**src/rtl/pdu_reasm_pkg.sv**
```systemverilog
package pdu_reasm_pkg;

    localparam int MAX_LG  = 16;
    localparam int MAX_PDU = 1 << MAX_LG;
    localparam int LEN_W   = MAX_LG + 1;
    localparam int CLASS_W = 8;
    localparam int STRM_W  = 16;

    typedef enum logic [1:0] {
        SEG_SINGLE = 2'd0,
        SEG_START  = 2'd1,
        SEG_CONT   = 2'd2,
        SEG_END    = 2'd3
    } seg_kind_e;

    typedef enum logic [1:0] {
        ERR_ORPHAN   = 2'd0,
        ERR_RESTART  = 2'd1,
        ERR_OVERSIZE = 2'd2,
        ERR_MISMATCH = 2'd3
    } err_code_e;

    typedef enum logic [1:0] {
        CTX_IDLE    = 2'd0,
        CTX_ACTIVE  = 2'd1,
        CTX_DISCARD = 2'd2
    } ctx_state_e;

    typedef struct packed {
        ctx_state_e           st;
        logic [LEN_W-1:0]     len;
        logic [CLASS_W-1:0]   cls;
        logic [STRM_W-1:0]    strm;
    } ctx_entry_t;

    localparam ctx_entry_t CTX_RESET = '{st: CTX_IDLE, len: '0, cls: '0, strm: '0};

    function automatic logic kind_opens(input seg_kind_e k);
        return (k == SEG_START) || (k == SEG_SINGLE);
    endfunction

    function automatic logic kind_closes(input seg_kind_e k);
        return (k == SEG_END) || (k == SEG_SINGLE);
    endfunction

endpackage

```
**src/rtl/pdu_reasm_ctx_table.sv**
```systemverilog
module pdu_reasm_ctx_table
    import pdu_reasm_pkg::*;
#(
    parameter int NCTX  = 4,
    parameter int CTX_W = 2
) (
    input  logic             clk,
    input  logic             rst,
    input  logic [CTX_W-1:0] rd_idx,
    output ctx_entry_t       rd_entry,
    input  logic             upd_en,
    input  logic [CTX_W-1:0] upd_idx,
    input  ctx_entry_t       upd_entry
);

    ctx_entry_t slots [NCTX];

    for (genvar g = 0; g < NCTX; g++) begin : g_slot
        always_ff @(posedge clk) begin
            if (rst) begin
                slots[g] <= CTX_RESET;
            end else if (upd_en && (upd_idx == CTX_W'(g))) begin
                slots[g] <= upd_entry;
            end
        end
    end

    always_comb begin
        rd_entry = CTX_RESET;
        for (int i = 0; i < NCTX; i++) begin
            if (rd_idx == CTX_W'(i)) rd_entry = slots[i];
        end
    end

endmodule

```
**src/rtl/pdu_reasm_engine.sv**
```systemverilog
module pdu_reasm_engine
    import pdu_reasm_pkg::*;
#(
    parameter int LANE_W  = 2,
    parameter int CNT_W   = 3,
    parameter int WADDR_W = 14
) (
    input  logic                in_valid,
    input  logic                in_first,
    input  logic                in_last,
    input  seg_kind_e           kind,
    input  logic [CLASS_W-1:0]  in_class,
    input  logic [STRM_W-1:0]   in_stream,
    input  logic [CNT_W-1:0]    in_bytes,
    input  logic                skip_q,
    input  ctx_entry_t          cur,
    output ctx_entry_t          nxt,
    output logic                upd,
    output logic                skip_d,
    output logic                wr_v,
    output logic [WADDR_W-1:0]  wr_word,
    output logic                done_v,
    output logic [LEN_W-1:0]    done_len,
    output logic                err_v,
    output err_code_e           err_c
);

    logic             take;
    logic [LEN_W-1:0] base;
    logic [LEN_W-1:0] sum;

    assign sum = base + LEN_W'(in_bytes);

    always_comb begin
        nxt      = cur;
        upd      = 1'b0;
        skip_d   = skip_q;
        wr_v     = 1'b0;
        wr_word  = '0;
        done_v   = 1'b0;
        done_len = '0;
        err_v    = 1'b0;
        err_c    = ERR_ORPHAN;
        take     = 1'b0;
        base     = cur.len;

        if (in_valid) begin
            if (in_first) begin
                skip_d = 1'b0;
                take   = 1'b1;
                unique case (kind)
                    SEG_SINGLE, SEG_START: begin
                        if (cur.st == CTX_ACTIVE) begin
                            err_v = 1'b1;
                            err_c = ERR_RESTART;
                        end
                        nxt.st   = CTX_ACTIVE;
                        nxt.len  = '0;
                        nxt.cls  = in_class;
                        nxt.strm = in_stream;
                        base     = '0;
                        upd      = 1'b1;
                    end
                    SEG_CONT: begin
                        if (cur.st != CTX_ACTIVE) begin
                            take   = 1'b0;
                            skip_d = 1'b1;
                            if (cur.st == CTX_IDLE) begin
                                err_v = 1'b1;
                                err_c = ERR_ORPHAN;
                            end
                        end
                    end
                    SEG_END: begin
                        if (cur.st == CTX_IDLE) begin
                            take   = 1'b0;
                            skip_d = 1'b1;
                            err_v  = 1'b1;
                            err_c  = ERR_ORPHAN;
                        end else if (cur.st == CTX_DISCARD) begin
                            take   = 1'b0;
                            skip_d = 1'b1;
                            nxt.st = CTX_IDLE;
                            upd    = 1'b1;
                        end else if ((cur.cls != in_class) || (cur.strm != in_stream)) begin
                            take   = 1'b0;
                            skip_d = 1'b1;
                            err_v  = 1'b1;
                            err_c  = ERR_MISMATCH;
                            nxt.st = CTX_IDLE;
                            upd    = 1'b1;
                        end
                    end
                endcase
            end else begin
                take = !skip_q;
            end

            if (take) begin
                upd = 1'b1;
                if (sum > LEN_W'(MAX_PDU)) begin
                    err_v  = 1'b1;
                    err_c  = ERR_OVERSIZE;
                    skip_d = 1'b1;
                    nxt.st = kind_closes(kind) ? CTX_IDLE : CTX_DISCARD;
                end else begin
                    wr_v    = 1'b1;
                    wr_word = base[MAX_LG-1:LANE_W];
                    nxt.len = sum;
                    if (in_last && kind_closes(kind)) begin
                        done_v   = 1'b1;
                        done_len = sum;
                        nxt.st   = CTX_IDLE;
                    end
                end
            end
        end
    end

endmodule

```
**src/rtl/pdu_reasm_outreg.sv**
```systemverilog
module pdu_reasm_outreg
    import pdu_reasm_pkg::*;
#(
    parameter int CTX_W  = 2,
    parameter int ADDR_W = 16,
    parameter int DATA_W = 32
) (
    input  logic                clk,
    input  logic                rst,
    input  logic                wr_v,
    input  logic [ADDR_W-1:0]   wr_addr_d,
    input  logic [DATA_W-1:0]   wr_data_d,
    input  logic                done_v,
    input  logic [CTX_W-1:0]    ctx_d,
    input  logic [LEN_W-1:0]    len_d,
    input  logic [CLASS_W-1:0]  cls_d,
    input  logic [STRM_W-1:0]   strm_d,
    input  logic                err_v,
    input  err_code_e           err_c,
    output logic                wr_en,
    output logic [ADDR_W-1:0]   wr_addr,
    output logic [DATA_W-1:0]   wr_data,
    output logic                done_valid,
    output logic [CTX_W-1:0]    done_ctx,
    output logic [LEN_W-1:0]    done_len,
    output logic [CLASS_W-1:0]  done_class,
    output logic [STRM_W-1:0]   done_stream,
    output logic                err_valid,
    output logic [1:0]          err_code,
    output logic [CTX_W-1:0]    err_ctx
);

    always_ff @(posedge clk) begin
        if (rst) begin
            wr_en       <= 1'b0;
            wr_addr     <= '0;
            wr_data     <= '0;
            done_valid  <= 1'b0;
            done_ctx    <= '0;
            done_len    <= '0;
            done_class  <= '0;
            done_stream <= '0;
            err_valid   <= 1'b0;
            err_code    <= '0;
            err_ctx     <= '0;
        end else begin
            wr_en      <= wr_v;
            done_valid <= done_v;
            err_valid  <= err_v;
            if (wr_v) begin
                wr_addr <= wr_addr_d;
                wr_data <= wr_data_d;
            end
            if (done_v) begin
                done_ctx    <= ctx_d;
                done_len    <= len_d;
                done_class  <= cls_d;
                done_stream <= strm_d;
            end
            if (err_v) begin
                err_code <= err_c;
                err_ctx  <= ctx_d;
            end
        end
    end

endmodule

```
**src/rtl/pdu_reassembler.sv**
```systemverilog
module pdu_reassembler
    import pdu_reasm_pkg::*;
#(
    parameter int NCTX   = 4,
    parameter int DATA_W = 32,
    localparam int CTX_W   = (NCTX > 1) ? $clog2(NCTX) : 1,
    localparam int LANES   = DATA_W / 8,
    localparam int LANE_W  = $clog2(LANES),
    localparam int CNT_W   = LANE_W + 1,
    localparam int WADDR_W = MAX_LG - LANE_W,
    localparam int ADDR_W  = CTX_W + WADDR_W
) (
    input  logic                clk,
    input  logic                rst,
    input  logic                in_valid,
    input  logic                in_first,
    input  logic                in_last,
    input  logic [1:0]          in_kind,
    input  logic [CTX_W-1:0]    in_ctx,
    input  logic [7:0]          in_class,
    input  logic [15:0]         in_stream,
    input  logic [DATA_W-1:0]   in_data,
    input  logic [CNT_W-1:0]    in_bytes,
    output logic                wr_en,
    output logic [ADDR_W-1:0]   wr_addr,
    output logic [DATA_W-1:0]   wr_data,
    output logic                done_valid,
    output logic [CTX_W-1:0]    done_ctx,
    output logic [16:0]         done_len,
    output logic [7:0]          done_class,
    output logic [15:0]         done_stream,
    output logic                err_valid,
    output logic [1:0]          err_code,
    output logic [CTX_W-1:0]    err_ctx
);

    ctx_entry_t           cur_entry;
    ctx_entry_t           nxt_entry;
    logic                 upd;
    logic                 skip_q;
    logic                 skip_d;
    logic                 wr_v;
    logic [WADDR_W-1:0]   wr_word;
    logic                 done_v;
    logic [LEN_W-1:0]     len_d;
    logic                 err_v;
    err_code_e            err_c;
    seg_kind_e            kind;

    assign kind = seg_kind_e'(in_kind);

    pdu_reasm_ctx_table #(.NCTX(NCTX), .CTX_W(CTX_W)) u_table (
        .clk       (clk),
        .rst       (rst),
        .rd_idx    (in_ctx),
        .rd_entry  (cur_entry),
        .upd_en    (upd),
        .upd_idx   (in_ctx),
        .upd_entry (nxt_entry)
    );

    pdu_reasm_engine #(.LANE_W(LANE_W), .CNT_W(CNT_W), .WADDR_W(WADDR_W)) u_engine (
        .in_valid  (in_valid),
        .in_first  (in_first),
        .in_last   (in_last),
        .kind      (kind),
        .in_class  (in_class),
        .in_stream (in_stream),
        .in_bytes  (in_bytes),
        .skip_q    (skip_q),
        .cur       (cur_entry),
        .nxt       (nxt_entry),
        .upd       (upd),
        .skip_d    (skip_d),
        .wr_v      (wr_v),
        .wr_word   (wr_word),
        .done_v    (done_v),
        .done_len  (len_d),
        .err_v     (err_v),
        .err_c     (err_c)
    );

    always_ff @(posedge clk) begin
        if (rst) skip_q <= 1'b0;
        else     skip_q <= skip_d;
    end

    pdu_reasm_outreg #(.CTX_W(CTX_W), .ADDR_W(ADDR_W), .DATA_W(DATA_W)) u_out (
        .clk         (clk),
        .rst         (rst),
        .wr_v        (wr_v),
        .wr_addr_d   ({in_ctx, wr_word}),
        .wr_data_d   (in_data),
        .done_v      (done_v),
        .ctx_d       (in_ctx),
        .len_d       (len_d),
        .cls_d       (nxt_entry.cls),
        .strm_d      (nxt_entry.strm),
        .err_v       (err_v),
        .err_c       (err_c),
        .wr_en       (wr_en),
        .wr_addr     (wr_addr),
        .wr_data     (wr_data),
        .done_valid  (done_valid),
        .done_ctx    (done_ctx),
        .done_len    (done_len),
        .done_class  (done_class),
        .done_stream (done_stream),
        .err_valid   (err_valid),
        .err_code    (err_code),
        .err_ctx     (err_ctx)
    );

endmodule

```
**config.mk**
```make
export PLATFORM = sky130hd
export DESIGN_NAME = pdu_reassembler
export DESIGN_NICKNAME = d
export VERILOG_FILES = /design/src/rtl/pdu_reasm_pkg.sv /design/src/rtl/pdu_reasm_ctx_table.sv /design/src/rtl/pdu_reasm_engine.sv /design/src/rtl/pdu_reasm_outreg.sv /design/src/rtl/pdu_reassembler.sv
export SDC_FILE = /design/constraint.sdc
export NUM_CORES = 1
export LEC_CHECK = 0
export ABC_AREA = 1
export CORE_MARGIN = 1.5
export CORE_UTILIZATION = 60
export CTS_BUF_LIST = sky130_fd_sc_hd__clkbuf_16
export CTS_CLUSTER_SIZE = 16
export DETAILED_ROUTE_END_ITERATION = 7
export PLACE_DENSITY_LB_ADDON = 0.08
export SLEW_MARGIN = 25
export SYNTH_ARGS = -nofsm -noshare
export SYNTH_HDL_FRONTEND = slang
export SYNTH_SLANG_ARGS = --single-unit
```
**constraint.sdc**
```tcl
create_clock -name clk -period 8.2 [get_ports clk]
set_input_delay 2.46 -clock clk [delete_from_list [all_inputs] [get_ports clk]]
set_output_delay 2.46 -clock clk [all_outputs]
set_load 0.05 [all_outputs]
```
=== After elaboration in Yosys (flattened, before gate mapping) ===
Memories as Yosys holds them, arrays and structs flattened.
Cells that the tools add are included.

* Input bits: 68
* Flip-flop bits (word level): 99
* Memories: 1
* RAM bits: 172
* Word-level logic and storage cells: 132

* Mux-type cells: 90
* Equal/unequal tests: 11
* $add $sub $neg: 1
* Reductions and logical operators: 12
* Bitwise gates (word level): 4
* $lt $le $gt $ge: 1

{| class="wikitable"
|+ Memories
! memory !! words !! bits a word !! read ports !! clocked after Yosys merged registers in !! wr ports !! RTL line !! RTL
|-
| u_table.slots || 4 || 43 || 4 || 0 || 4 || pdu_reasm_ctx_table.sv:16 || <nowiki>ctx_entry_t slots [NCTX];</nowiki>
|}

{| class="wikitable"
|+ Operators with widths
! cell !! count
|-
| 43-bit 2-to-1 mux || 10
|-
| 17-bit 2-to-1 mux || 8
|-
| 1-bit 2-to-1 mux || 48
|-
| 14-bit 2-to-1 mux || 3
|-
| 41-bit 2-to-1 mux || 1
|-
| 2-bit 2-to-1 mux || 13
|-
| 19-bit 2-to-1 mux || 1
|-
| 17-bit by 3-bit adder with 17-bit output || 1
|-
| 17-bit greater-than comparator (second input constant) || 1
|-
| 16-bit != test || 1
|-
| 2-bit equality test (second input constant) || 5
|-
| 8-bit != test || 1
|-
| 2-bit by 1-bit equality test with 1-bit output (second input constant) || 3
|-
| 2-bit zero test || 3
|-
| 1-bit case mux with 2 select lines || 3
|-
| 2-bit case mux with 3 select lines || 1
|-
| 1-bit logical AND || 5
|-
| 1-bit OR || 4
|-
| 2-bit case mux with 2 select lines || 1
|-
| 1-bit case mux with 3 select lines || 1
|-
| 1-bit logical OR || 2
|-
| 2-bit by 1-bit != test with 1-bit output (second input constant) || 1
|-
| 2-bit OR reduction || 1
|-
| 1-bit zero test || 1
|}

=== Logic depth before layout (Yosys ltp) ===
* Depth after elaboration: 20
* Mapped depth: 31

=== By module ===
From an unflattened synthesis, not the netlist that was laid out.

* Cell total of the unflattened synthesis: 1725
* Area, all modules: 13923.4 µm²

{| class="wikitable"
|+ By module, submodules not included
! module !! cells an instance !! times used !! seq. area each (µm²) !! area an instance (µm²)
|-
| pdu_reasm_ctx_table || 669 || 1 || 5165.0 || 7561.0
|-
| pdu_reasm_outreg || 610 || 1 || 1961.9 || 4002.6
|-
| pdu_reasm_engine || 443 || 1 || 0.0 || 2329.7
|-
| pdu_reassembler || 3 || 1 || 20.0 || 30.0
|}

=== Least setup slack after synthesis ===
OpenSTA, ideal clock, no wires.

* Path type: input-to-reg
* Start: input port in_kind[0]
* End: memory u_table.slots[0][25] (netlist name) (data pin)
* Stages on the path: 25
* Library setup time: 0.265 ns
* Slack: 1.836 ns
* Path buffers: 2
* Arrival time: 6.099 ns
* Cells stage by stage: inv_1 -> ha_1 -> nor2_1 -> nor2_1 -> nand2_2 -> clkinv_1 -> clkbuf_1 -> nor2_1 -> ha_1 -> inv_1 -> fa_1 -> inv_1 -> nand2_1 -> nand2_1 -> nand4_1 -> nor3_2 -> nand3_1 -> nor2_1 -> xor2_2 -> nand2_4 -> nand3_2 -> buf_2 -> nand2_1 -> o21ai_1 -> nor2_1

{| class="wikitable"
|+ RTL lines
! what !! RTL line !! RTL
|-
| from (decl) || pdu_reassembler.sv:18 || <nowiki>input logic [1:0] in_kind,</nowiki>
|-
| to (decl) || pdu_reasm_ctx_table.sv:16 ||
|}

=== Final worst setup path ===
* Start: input port in_ctx[0]
* End: register u_out.wr_data[13]

* Word-level cells in the longest chain between the ends: 15
* Elaborated cells between the ends (all ways): 29
* Those cells by class: add/sub: 1; order compare: 1; eq/ne: 7; mux: 17; reduce/logical: 3

{| class="wikitable"
|+ Ends and longest elaborated chain
! what !! RTL line !! RTL
|-
| from (decl) || pdu_reassembler.sv:19 || <nowiki>input logic [CTX_W-1:0] in_ctx,</nowiki>
|-
| 2-bit zero test || pdu_reasm_ctx_table.sv:31 || <nowiki>if (rd_idx == CTX_W'(i)) rd_entry = slots[i];</nowiki>
|-
| 43-bit 2-to-1 mux (3 in series) || pdu_reasm_ctx_table.sv:31 ||
|-
| 43-bit 2-to-1 mux * || pdu_reasm_ctx_table.sv:31 ||
|-
| branches (longest 8 deep; another with 17-bit by 3-bit adder with 17-bit output) || -- ||
|-
| 1-bit 2-to-1 mux * || pdu_reasm_engine.sv:99 || <nowiki>if (take) begin</nowiki>
|-
| 1-bit 2-to-1 mux * || pdu_reasm_engine.sv:47 || <nowiki>if (in_valid) begin</nowiki>
|-
| to (signal assigned) || pdu_reasm_outreg.sv:52 || <nowiki>wr_data <= wr_data_d;</nowiki>
|-
| to (decl) || pdu_reasm_outreg.sv:22 || <nowiki>output logic [DATA_W-1:0] wr_data,</nowiki>
|}

Mark *: on every way between the ends. The select of a mux whose other input is x is not followed.
A chain may end at the register's enable or synchronous reset.

==> summary.txt <==
Pwr
  • Internal Dissipation: 2.396 mW
  • Total power divided by cell area: 212.8 nW/µm²
  • Worst IR drop on VDD: 189.5 µV
  • Clock power frac: 0.353
  • Fraction of power spent switching nets: 0.2981
  • Sequential Power Share: 0.458
  • Static leakage: 6.900 nW
  • Part of the total power dissipated in combinational logic: 0.190
  • Net switching power of the design: 1.018 mW

Place
  • Placed standard-cell area: 15180 µm²
  • Placer Congestion: 0.9733
  • DPL Wire Length: 25660 µm
  • Port buffer count: 165
  • DP Cell Count: 2068

Routing
  • Routed Antenna Nets: 0
  • Overall routed net length: 38690 µm
  • Iteration-0 DRC Markers: 921
  • Number of vias in the routed layout: 11840
  • Wire length per cell: 18.24 µm
  • First-pass DRT Iterations: 7
  • Vias per cell: 5.581
  • Total DRC errors in the routed layout: 0

Critical path
  • CP max-delay cell: sky130_fd_sc_hd__clkdlybuf4s50_1
  • Highest net fanout along the worst path: 29
  • Startpoint class of the critical path: input port
  • Cell class contributing the biggest share of worst-path delay: simple AND/OR/NAND/NOR gates
  • Worst Setup Path Type: input port to flop
  • Critical path data required time: 8.67 ns
  • Longest individual stage delay on the worst path: 0.83 ns
  • CP arrival: 7.54 ns
  • Number of buffer and inverter stages on the critical path: 6
  • CP endpoint kind: flop

Finish
  • Non-filler cells in the finished layout: 2121
  • Layout Area Growth over Synthesis: 20.81%
  • Number of diodes: 0
  • Net count, final: 1895
  • Fraction of layout cells with a size suffix above 1: 0.06627
  • Area of all placed cells without fillers: 16040 µm²

Logic synthesis
  • Number of standard cells after synthesis: 1669
  • Compound-gate portion of the synthesized area: 0.06576
  • Number of enable flip-flop cells after synthesis: 172
  • Parity-gate share of the synthesized area counting xor and xnor cells: 0.001884
  • Number of nets produced by synthesis: 1745
  • Synth warn: 0
  • Seq cells post-synth: 271
  • Mean post-synth cell area: 7.957 µm²
  • Post-Syn Area: 13280 µm²
  • Number of distinct library cell variants in the gate-level netlist after synthesis: 41
  • Synth Area in Adders: 0.008103
  • Dominant cell by count in the synthesized netlist: sky130_fd_sc_hd__nand2_1
  • Commonest register cell after synthesis: sky130_fd_sc_hd__edfxtp_1
  • Post-synth top area cell: sky130_fd_sc_hd__edfxtp_1
  • Post-synthesis sequential area ratio: 0.5382
  • Post-Synth Simple-Gate Area: 0.3109
  • Ys async rst share: 0
  • Commonest cells in the netlist: 495 x sky130_fd_sc_hd__nand2_1, 289 x sky130_fd_sc_hd__nor2_1, 172 x sky130_fd_sc_hd__edfxtp_1, 153 x sky130_fd_sc_hd__inv_1, 119 x sky130_fd_sc_hd__nand3_1
  • Combinational family with the most area after synthesis: simple AND/OR/NAND/NOR gates
  • Most area-consuming cells after synthesis: sky130_fd_sc_hd__edfxtp_1 39%, sky130_fd_sc_hd__dfxtp_1 15%, sky130_fd_sc_hd__nand2_1 14%, sky130_fd_sc_hd__nor2_1 8.2%, sky130_fd_sc_hd__nand3_1 4.5%
  • Multiplexer share of the synthesized area: 0
  • Yosys top cell area share: 0.3889

CTS
  • Sink count of the clock tree: 271
  • Clock tree buffer depth: 3
  • Number of buffers inserted to repair setup after CTS: 0
  • CTS Root Buffer Type: sky130_fd_sc_hd__clkbuf_16
  • Count of hold-fix buffers inserted at cts: 0
  • Clock-pin slew on the worst setup and hold paths: 0.06 ns
  • Number of buffers created by CTS: 29
  • CTS tree: done
  • Latest clock arrival within the worst-skew pair: 0.55 ns
  • Number of resized instances in the post-cts repair step: 0
  • Number of H-tree levels: 1

Timing
  • Final hold slack: 0.4625 ns
  • Least-Margin Pin Slew: 0.9293 ns
  • Setup repair after global routing missed its margin: no
  • Max-slew violation total from the final report: 0
  • Worst clock skew: 0.01386 ns
  • Portion of the clock cycle consumed by the worst path in the final layout: 0.8616
  • Number of hold violations in the final report: 0
  • Highest attainable clock frequency: 141.5 MHz
  • Count of final setup violators: 0
  • Worst rel slew slack: 0.3790
  • Sum of negative setup slack: 0 ns
  • Time the final worst path needs with I/O delays and setup: 7.065 ns

Flow run
  • Number of maximum-capacitance constraint violations: 0

Global route
  • M3 GR Usage: 0.04970
  • Number of antenna violations at the first check in global routing: 0
  • Peak-usage layer in the global routing report: met2
  • Overflow after GRT: 0
  • First-pass GRT wire length: 58910 µm
  • Global-route track usage on met1: 0.4065
  • Met2 Use GR: 0.5894
  • Largest net degree at the start of global routing: 53
  • GRT Overall Usage: 0.3350
  • Vias in the first global route: 11390

Min path
  • Worst hold path type: flop to flop

Status
  • Result of the run: finished clean

Floorplanning
  • Site row count: 54
  • I/O pin count: 166
  • Starting Density: 0.6104
  • Chip height: 151.8 µm
  • Core footprint: 21760 µm²
  • Die area: 23040 µm²
  • Overall die width: 151.8 µm
## worst min-delay path, stage by stage (launching register included)
cell and delay, ns:
sky130_fd_sc_hd__dfxtp_1 0.31, sky130_fd_sc_hd__nand2_1 0.06, sky130_fd_sc_hd__a21oi_1 0.05
## registers in the layout, summed over array words and instances, names as in the netlist
register           count
u_table.slots        172
u_out.wr_data         32
u_out.done_len        17
u_out.done_stream     16
u_out.wr_addr         16
u_out.done_class       8
u_out.done_ctx         2
u_out.err_code         2
u_out.err_ctx          2
skip_q                 1
u_out.done_valid       1
u_out.err_valid        1
u_out.wr_en            1
## stage by stage
stage	worst slack, ns	utilization	total power, mW
after global placement	0.7369	0.6980	2.217
after CTS	1.201	0.7375	3.411
after global routing	0.5795	0.7375	3.526
after detailed placement	0.6534	0.6980	2.229
after floorplan	1.836	-	2.006
final	1.135	0.7375	3.414
## routing by layer
layer	vias to the layer above	routed length [µm]
met5	-	0
met4	0	1544
met3	118	3124
met2	546	19560
met1	5508	14460
li1	5665	-
## cells by family after synthesis
logic type      after synthesis
xor+xnor                      2
buf+inv                     241
simple gates                980
compound gates              167
fa+ha+maj                     8
flops                       271
## placed cells by master (no fill, tap or decap), types with 3 or more instances in the layout
cell type,n
sky130_fd_sc_hd__nand2_1,491
sky130_fd_sc_hd__nor2_1,289
sky130_fd_sc_hd__edfxtp_1,172
sky130_fd_sc_hd__clkdlybuf4s50_1,165
sky130_fd_sc_hd__inv_1,162
sky130_fd_sc_hd__nand3_1,119
sky130_fd_sc_hd__dfxtp_1,99
sky130_fd_sc_hd__a21oi_1,77
sky130_fd_sc_hd__o21ai_0,72
sky130_fd_sc_hd__buf_4,33
sky130_fd_sc_hd__clkbuf_16,29
sky130_fd_sc_hd__nand3b_1,21
sky130_fd_sc_hd__or2_2,15
sky130_fd_sc_hd__nand4_1,11
sky130_fd_sc_hd__clkinv_1,8
sky130_fd_sc_hd__or2_1,7
sky130_fd_sc_hd__o21ai_1,7
sky130_fd_sc_hd__nand2_2,7
sky130_fd_sc_hd__ha_1,7
sky130_fd_sc_hd__nand4_2,5
sky130_fd_sc_hd__inv_2,5
sky130_fd_sc_hd__nand3_2,5
sky130_fd_sc_hd__clkinv_2,4
sky130_fd_sc_hd__nor2_2,3
sky130_fd_sc_hd__a22o_1,3
sky130_fd_sc_hd__o22ai_1,3
## path summary, 6_finish.rpt
check | start | endpoint | slack (ns) | cells past startpoint
worst min-delay path | u_out.wr_data[11] | u_out.wr_data[11] | 0.46 | 2
worst max register to register | u_table.slots[1][24] | u_out.wr_data[13] | 3.96 | 23
worst min register to register | u_out.wr_data[11] | u_out.wr_data[11] | 0.46 | 2
worst max-delay path | in_ctx[0] | u_out.wr_data[13] | 1.14 | 26
## power by group through the flow
stage	logic [mW]	registers, mW	clock network (mW)
6_report	0.647	1.56	1.20
5_1_grt	0.700	1.57	1.26
4_1_cts	0.644	1.56	1.21
3_5_place_dp	0.640	1.59	0
3_3_place_gp	0.630	1.59	0
2_1_floorplan	0.311	1.69	0
## area by class of cell
cell class | instances | area [µm²]
repair buffers | 200 | 1939
well taps | 280 | 350.3
clock buffers | 29 | 725.7
clock inverters | 24 | 133.9
flip-flops and latches | 271 | 7147
fillers | 1736 | 5712
inverters | 160 | 603.1
multi-input cells | 1157 | 5145
No activity file was read; power rests on OpenSTA's default activity.
